File: config.mk
export PLATFORM = sky130hd
export DESIGN_NAME = rom_select_engine
export DESIGN_NICKNAME = d
export VERILOG_FILES = /design/src/rtl/rom_select_engine.sv
export SDC_FILE = /design/constraint.sdc
export NUM_CORES = 1
export LEC_CHECK = 0
export BUFFER_PORTS_ARGS = -buffer_cell sky130_fd_sc_hd__buf_2
export CAP_MARGIN = 20
export CORE_ASPECT_RATIO = 0.7
export CORE_UTILIZATION = 54
export CTS_CLUSTER_DIAMETER = 150
export DETAILED_ROUTE_END_ITERATION = 10
export PLACE_DENSITY = 0.73
export SYNTH_ARGS = -nofsm -noshare
export SYNTH_HDL_FRONTEND = slang
export SYNTH_SLANG_ARGS = --single-unit
export TNS_END_PERCENT = 30
File: constraint.sdc
create_clock -name clk -period 3.4 [get_ports clk]
set_input_delay 0.17 -clock clk [delete_from_list [all_inputs] [get_ports clk]]
set_output_delay 0.17 -clock clk [all_outputs]
set_load 0.03 [all_outputs]
File: src/rtl/rom_select_engine.sv
module rom_select_engine #(
  parameter logic [63:0] ROM_ID = 64'h5E00_0001_2345_6712
) (
  input  logic clk,
  input  logic rst_n,
  input  logic bus_reset,
  input  logic rx_valid,
  input  logic rx_bit,
  input  logic tx_ack,
  input  logic cond_ok,
  output logic tx_req,
  output logic tx_bit,
  output logic selected
);
  localparam int IdBits = 64;
  localparam int IdxW = $clog2(IdBits);
  localparam logic [IdxW-1:0] LastIdx = IdxW'(IdBits - 1);

  typedef enum logic [2:0] {
    ST_IDLE, ST_CMD, ST_READ, ST_MATCH, ST_S_TRUE, ST_S_COMP, ST_S_MASTER, ST_DONE
  } state_t;

  state_t state;
  logic [IdxW-1:0] idx;
  logic [7:0] cmd;
  logic [7:0] cmd_next;
  logic id_bit;
  logic last;

  assign cmd_next = {rx_bit, cmd[7:1]};
  assign id_bit   = ROM_ID[idx];
  assign last     = (idx == LastIdx);
  assign tx_req   = (state == ST_READ) || (state == ST_S_TRUE) || (state == ST_S_COMP);
  assign tx_bit   = (state == ST_S_COMP) ? ~id_bit : id_bit;
  assign selected = (state == ST_DONE);

  always_ff @(posedge clk or negedge rst_n) begin
    if (!rst_n) begin
      state <= ST_IDLE;
      idx   <= '0;
      cmd   <= '0;
    end else if (bus_reset) begin
      state <= ST_CMD;
      idx   <= '0;
    end else begin
      case (state)
        ST_CMD: if (rx_valid) begin
          cmd <= cmd_next;
          idx <= idx + 1'b1;
          if (idx == IdxW'(7)) begin
            idx <= '0;
            case (cmd_next)
              8'h33: state <= ST_READ;
              8'h55: state <= ST_MATCH;
              8'hCC: state <= ST_DONE;
              8'hF0: state <= ST_S_TRUE;
              8'hEC: state <= cond_ok ? ST_S_TRUE : ST_IDLE;
              default: state <= ST_IDLE;
            endcase
          end
        end
        ST_READ: if (tx_ack) begin
          idx <= idx + 1'b1;
          if (last) state <= ST_DONE;
        end
        ST_MATCH: if (rx_valid) begin
          idx <= idx + 1'b1;
          if (rx_bit != id_bit) state <= ST_IDLE;
          else if (last) state <= ST_DONE;
        end
        ST_S_TRUE: if (tx_ack) state <= ST_S_COMP;
        ST_S_COMP: if (tx_ack) state <= ST_S_MASTER;
        ST_S_MASTER: if (rx_valid) begin
          idx <= idx + 1'b1;
          if (rx_bit != id_bit) state <= ST_IDLE;
          else if (last) state <= ST_DONE;
          else state <= ST_S_TRUE;
        end
        default: ;
      endcase
    end
  end
endmodule

==> summary.md, run 1 <==
| Metric | Value |
|---|---|
| Outcome | `finished, final reports clean` |
| Layout Skew | `0.00384 ns` |
| Nets | `164` |
| Die area | `2830 sq um` |
| Slowest stage cell, crit path | `mux4_2` |
| Final Hold Viols | `0` |
| Clk pin slew, worst setup/hold paths | `0.07 ns` |
| Clk sinks | `16` |
| Max incr delay on CP | `0.51 ns` |
| Final Cycle Share | `73.5%` |
| Post-DR wirelength/cell | `16.0 microns` |
| Crit path setup slack, layout | `0.901 ns` |
| Vias per std cell | `6.21` |
| Total negative slack | `0 ns` |
| Vias | `1,155` |
| Layout cells sized above 1 | `23.7%` |
| Largest net degree at the start of global routing | `20` |
| Initial antenna violation count | `0` |
| Mapped Avg Cell Area | `9.64 sq um` |
| Number of diodes | `0` |
| Die Span X | `63.2 microns` |
| Starting density of the core | `57.2%` |
| CTS Buf Count | `3` |
| Slew Limit Fails | `0` |
| Cells after Synth | `147` |
| Non-Filler Instances | `186` |
| Post-Place Setup Slack | `1.16 ns` |
| Crit-path cells | `inv_1, ha_1, mux4_2, a21oi_2, nor2_1, xor2_1, buf_2` |
| Number of I/O port buffers | `9` |
| Post-DP HPWL | `2.24 mm` |
| Ys flop type | `dfrtp_1` |
| Residual DRC | `0` |
| # rows | `15` |
| Worst Tran Pin Value | `0.781 ns` |
| Worst hold slack | `0.260 ns` |
| Grt peak-use layer | `met2` |
| Max_cap viols | `0` |
| Final wirelength | `2.98 mm` |
| Startpoint types | `flop` |
| GRT met3 Usage | `3.79%` |
| Placed cell count | `181` |
| CP Class | `reg2out` |
| EDFF count, synth | `0` |
| Vias in the first global route | `1,074` |
| Overflow after GRT | `0` |
| Core Box Area | `2480 sq um` |
| Tmin final | `2.50 ns` |
| Total track usage | `23.8%` |
| CTS tree | `yes` |
| Mapped Nets | `158` |
| PostCTS Resize Cnt | `0` |
| CTS Buffer Depth | `2` |
| Ys Warns | `0` |
| Critical Path End Type | `output pin` |
| Synthesized area | `1420 sq um` |
| Final antenna-violating net count | `0` |
| Clock Latency Late Sink | `0.25 ns` |
| Worst hold-check path type | `in2reg` |
| Max transition margin | `47.7%` |
| IO Count | `10` |
| Post-synthesis sequential area ratio | `28.3%` |
| # setup viols final | `0` |
| Crit-path max FO | `8` |
| CTS root buffer | `clkbuf_8` |
| RSZ-0062 raised after global routing | `false` |
| Area grow syn2layout | `6.63%` |
| Largest cells by area after synthesis | `dfrtp_1, mux2_2, nor4bb_1, ha_1, nor2_1` |
| CP arrival | `2.33 ns` |
| H-tree depth | `1` |
| Highest clock rate | `0.400 GHz` |
| First-pass GRT wire length | `5.14 mm` |
| Post-synth top area share | `28.3%` |
| Met2 GRT Util | `39.1%` |
| Leakage | `0.590 nW` |
| Post-synthesis register bit count | `16` |
| DR pass1 iterations | `4` |
| Chip Height | `44.9 microns` |
| Top-count cell post-synth | `dfrtp_1` |
| Design Power | `948 uW` |
| Unique masters post-synth | `58` |
| Routability cong. | `0.914` |
| Met1 Track Usage GR | `32.8%` |
| Peak VDD IR | `0.333 mV` |
| Pwr per Cell Area | `627 nW/um^2` |
| Top cell type by total area after synthesis | `dfrtp_1` |
| Fraction of registers with async set/reset | `100%` |
| WP data required | `3.23 ns` |
| Setup bufs post-CTS | `0` |
| First DRT Iteration DRCs | `72` |
| Post-synth top cells | `dfrtp_1, nor2_1` |
==> final timing paths <==
kind | start | end | slack, ns | cells past startpoint
max reg2reg | idx[0] | state[0] | 1.17 | 7
min in group asynchronous | rst_n | idx[4] | 0.37 | 2
max in group asynchronous | rst_n | cmd[1] | 2.76 | 2
min reg2reg | cmd[3] | cmd[2] | 0.58 | 1
min | bus_reset | idx[4] | 0.26 | 2
max | idx[0] | tx_bit | 0.90 | 7
==> repair_timing <==
action | CTS | global route
endpoints found under the hold margin | 16 | 0
hold buffers | 1 | 0
setup endpoints to repair | 0 | 0
==> state kept, by name, summed over array words and instances, names as in the netlist <==
register / flops
cmd: 7
idx: 6
state: 3
==> critical path, delay by kind of cell, from the launching register on <==
kind,cells,cell delay (ns)
xor gates and xnor gates,1,0.15
AOI/OAI and AO/OA,1,0.23
buffers and inverters,2,0.31
adders and majority gates,1,0.32
DFF,1,0.47
muxes,1,0.51
and+or+nand+nor,1,0.08
==> per-stage QoR <==
step	instance area [sq um]	utilization (%)
floorplan	1420	-
global placement	1450	58.3
detailed placement	1450	58.3
CTS	1510	61.0
global route	1510	61.0
finish	1510	61.0
==> area by class of cell <==
class                      count  area, sq um
sequential                    16          400
multi-input combinational    113          923
clock buffer                   4         55.1
timing repair buffer          10         55.1
inverter                       9         33.8
fill                         217          967
tap                           34         42.5
==> logic make-up after synthesis <==
kind of cell,Yosys count,share of synthesized area [%]
buffers and inverters,18,6.54
AOI/OAI and AO/OA,34,17.4
DFF,16,28.3
adders and majority gates,4,3.53
muxes,13,11.0
and+or+nand+nor,59,31.4
xor gates and xnor gates,3,1.86
==> layer usage <==
| layer | wire length, microns | share of wire, % | vias to the layer above |
|---|---|---|---|
| li1 | - | - | 553 |
| met1 | 1390 | 47 | 558 |
| met2 | 1420 | 48 | 36 |
| met3 | 117 | 3.9 | 8 |
| met4 | 52 | 1.7 | 0 |
| met5 | 0 | 0 | - |
==> layout by cell type, fill, tap and decap left out, types with 3 or more instances in the layout <==
master,synthesis,routed
ha_1,4,4
a21oi_1,8,8
buf_2,2,9
o21ai_0,8,8
nor4bb_1,6,6
dfrtp_1,16,16
nor2b_1,3,3
nor2_1,13,13
a31oi_1,3,3
clkbuf_8,0,4
inv_1,8,8
mux2i_1,4,4
nand2_1,8,8
mux2_2,7,7
==> power breakdown <==
part | internal [mW] | total, mW | switching, mW
Clock | 0.103 | 0.172 | 0.0688
Combinational | 0.211 | 0.414 | 0.203
Sequential | 0.251 | 0.362 | 0.111
Power figures use the tool's default switching activity.
==> run 2: changes to the inputs <==
Settings changed: PLACE_DENSITY 0.73 to 0.75.
Clock period 3.4 ns to 2.12 ns, I/O delays scaled along.
==> summary.md, run 2 (same netlist as run 1, synthesis figures left out) <==
| Metric | Value |
|---|---|
| Tmin final | `2.23 ns` |
| Chip Height | `44.9 microns (unchanged)` |
| CTS root buffer | `clkbuf_8` |
| # setup viols final | `1 (+1)` |
| Die Span X | `63.2 microns (unchanged)` |
| CP arrival | `2.13 ns (-0.20 ns)` |
| Clk pin slew, worst setup/hold paths | `0.08 ns (about the same)` |
| Routability cong. | `0.859 (-6.0%)` |
| WP data required | `2.01 ns (-1.22 ns)` |
| Die area | `2830 sq um (unchanged)` |
| Crit path launch | `idx[0]` |
| IO Count | `10 (unchanged)` |
| Max FFs per register | `7 (unchanged)` |
| Vias in the first global route | `1,230 (+15%)` |
| Slowest stage cell, crit path | `mux4_2` |
| Final antenna-violating net count | `0 (unchanged)` |
| Crit path setup slack, layout | `-0.112 ns (-1.01 ns)` |
| Vias per std cell | `6.30 (+1.4%)` |
| Crit Reg-Reg Endpoint | `state[2]` |
| Startpoint types | `flop` |
| Final wirelength | `3.61 mm (+21%)` |
| Area grow syn2layout | `16.7%` |
| Largest net degree at the start of global routing | `17 (-15%)` |
| DR pass1 iterations | `4 (unchanged)` |
| CP Class | `reg2out` |
| Final core occ | `66.7% (+5.8 points)` |
| Vias | `1,253 (+8.5%)` |
| # rows | `15 (unchanged)` |
| Layout cells sized above 1 | `33.9% (+10 points)` |
| Final Hold Viols | `0 (unchanged)` |
| First DRT Iteration DRCs | `124 (+72%)` |
| Worst Reg-to-Reg Cells | `8 (+1)` |
| RSZ-0062 raised after global routing | `true` |
| Peak VDD IR | `0.481 mV (+44%)` |
| Critical Path End Type | `output pin` |
| Worst R2R Start | `idx[0]` |
| Worst Tran Pin Value | `0.513 ns (-0.269 ns)` |
| CTS tree | `yes` |
| Starting density of the core | `57.2% (unchanged)` |
| Worst hold-check path type | `in2reg` |
| Nets | `177 (+7.9%)` |
| Top Registers | `cmd (7), idx (6), state (3)` |
| Leakage | `0.661 nW (+12%)` |
| Outcome | `complete, but fails checks` |
| Post-DP HPWL | `2.65 mm (+18%)` |
| Max_cap viols | `0 (unchanged)` |
| Violated checks | `negative setup slack` |
| First-pass GRT wire length | `5.98 mm (+16%)` |
| Slew Limit Fails | `0 (unchanged)` |
| Max transition margin | `65.8% (+18 points)` |
| DR WL met2 | `1.69 mm (+19%)` |
| Residual DRC | `0 (unchanged)` |
| Most flop-heavy register | `cmd` |
| Total track usage | `29.0% (+5.2 points)` |
| Hold path cells | `2 (unchanged)` |
| Pwr per Cell Area | `1030 nW/um^2 (+65%)` |
| CTS Buffer Depth | `2 (unchanged)` |
| Cell repeated most along the worst path | `buf_6` |
| Highest clock rate | `0.448 GHz` |
| Commonest non-fill, non-tap cell in the layout | `dfrtp_1` |
| Top Layer Used | `met4` |
| Final Cycle Share | `105%` |
| Reg2reg setup slack | `0.02 ns (-1.15 ns)` |
| Number of diodes | `0 (unchanged)` |
| H-tree depth | `1 (unchanged)` |
| Crit-path cells | `buf_6, ha_2, mux4_2, a21oi_4, nor2_2, xor2_2, buf_6` |
| Most frequent cells in the layout | `dfrtp_1, nor2_1, buf_4` |
| Post-DR wirelength/cell | `18.2 microns (+13%)` |
| Layout Skew | `0.0155 ns (+0.0117 ns)` |
| Initial antenna violation count | `0 (unchanged)` |
| Max incr delay on CP | `0.50 ns (about the same)` |
| Core Box Area | `2480 sq um (unchanged)` |
| Clk sinks | `16 (unchanged)` |
| Number of I/O port buffers | `9 (unchanged)` |
| Crit path to | `tx_bit` |
| Clock Latency Late Sink | `0.27 ns (+0.02 ns)` |
| Design Power | `1.71 mW (+80%)` |
| CTS Buf Count | `3 (unchanged)` |
| Met1 wire length | `1.51 mm (+8.5%)` |
| Crit-path max FO | `4 (-4)` |
| Overflow after GRT | `0 (unchanged)` |
| Met3 wire len | `251 microns (+110%)` |
## run 2: changes by cell type in the layout (fill, tap and decap cells not counted), moves of 2 or more
cell / change
buf_4: +12
inv_1: -2
ha_1: -3
ha_2: +2
buf_6: +2
inv_2: +2
## run 2: repair_timing
item / in CTS / in global routing
setup buffers: 4 / 0
endpoints found under the hold margin: 16 / 0
pin swaps: 2 / 0
resized for setup: 10 / 0
hold buffers: 1 / 0
setup endpoints to repair: 2 / 4
gates cloned: 0 / 0
## run 2: cell type report
cell class	instances	area [sq um]
Clock buffer	4	55.1
Fill cell	205	825
Inverter	9	33.8
Multi-Input combinational cell	113	958
Sequential cell	16	400
Tap cell	34	42.5
Timing Repair Buffer	23	163
## run 2: through the flow
step	setup slack [ns]	cells	hold slack [ns]	TNS (ns)	cell area (sq um)
2_1_floorplan	0.0704	147	-0.190	0	1420
3_3_place_gp	0.0744	190	0.0421	0	1520
3_5_place_dp	0.00172	190	0.0471	0	1520
4_1_cts	-0.0770	199	0.197	-0.0770	1650
5_1_grt	-0.150	199	0.212	-0.227	1650
6_report	-0.112	199	0.195	-0.112	1650
## run 2: layer usage
metal	global-route usage, %	vias to the layer above
met5	0	-
met4	18.6	0
met3	8.08	20
met2	49.2	66
met1	33.4	589
li1	-	578
## run 2: worst max-delay path, delay by kind of cell (launching register included)
kind	cells	cell delay, ns
fa+ha+maj	1	0.19
mux	1	0.50
buf+inv	2	0.28
simple gates	1	0.07
flops	1	0.43
compound gates	1	0.21
xor+xnor	1	0.17
## run 2: worst min path at each step
| stage | endpoint | slack (ns) | start |
|---|---|---|---|
| 2_1_floorplan | cmd[1] | -0.19 | rst_n |
| 3_3_place_gp | idx[5] | 0.04 | rst_n |
| 3_5_place_dp | idx[3] | 0.05 | rst_n |
| 4_1_cts | idx[4] | 0.20 | bus_reset |
| 5_1_grt | idx[2] | 0.21 | bus_reset |
| 6_report | idx[4] | 0.19 | bus_reset |
## run 2: power by group
group / switching [mW] / internal [mW]
clock: 0.123 / 0.166
sequential: 0.176 / 0.402
combinational: 0.412 / 0.431
total: 0.711 / 0.999
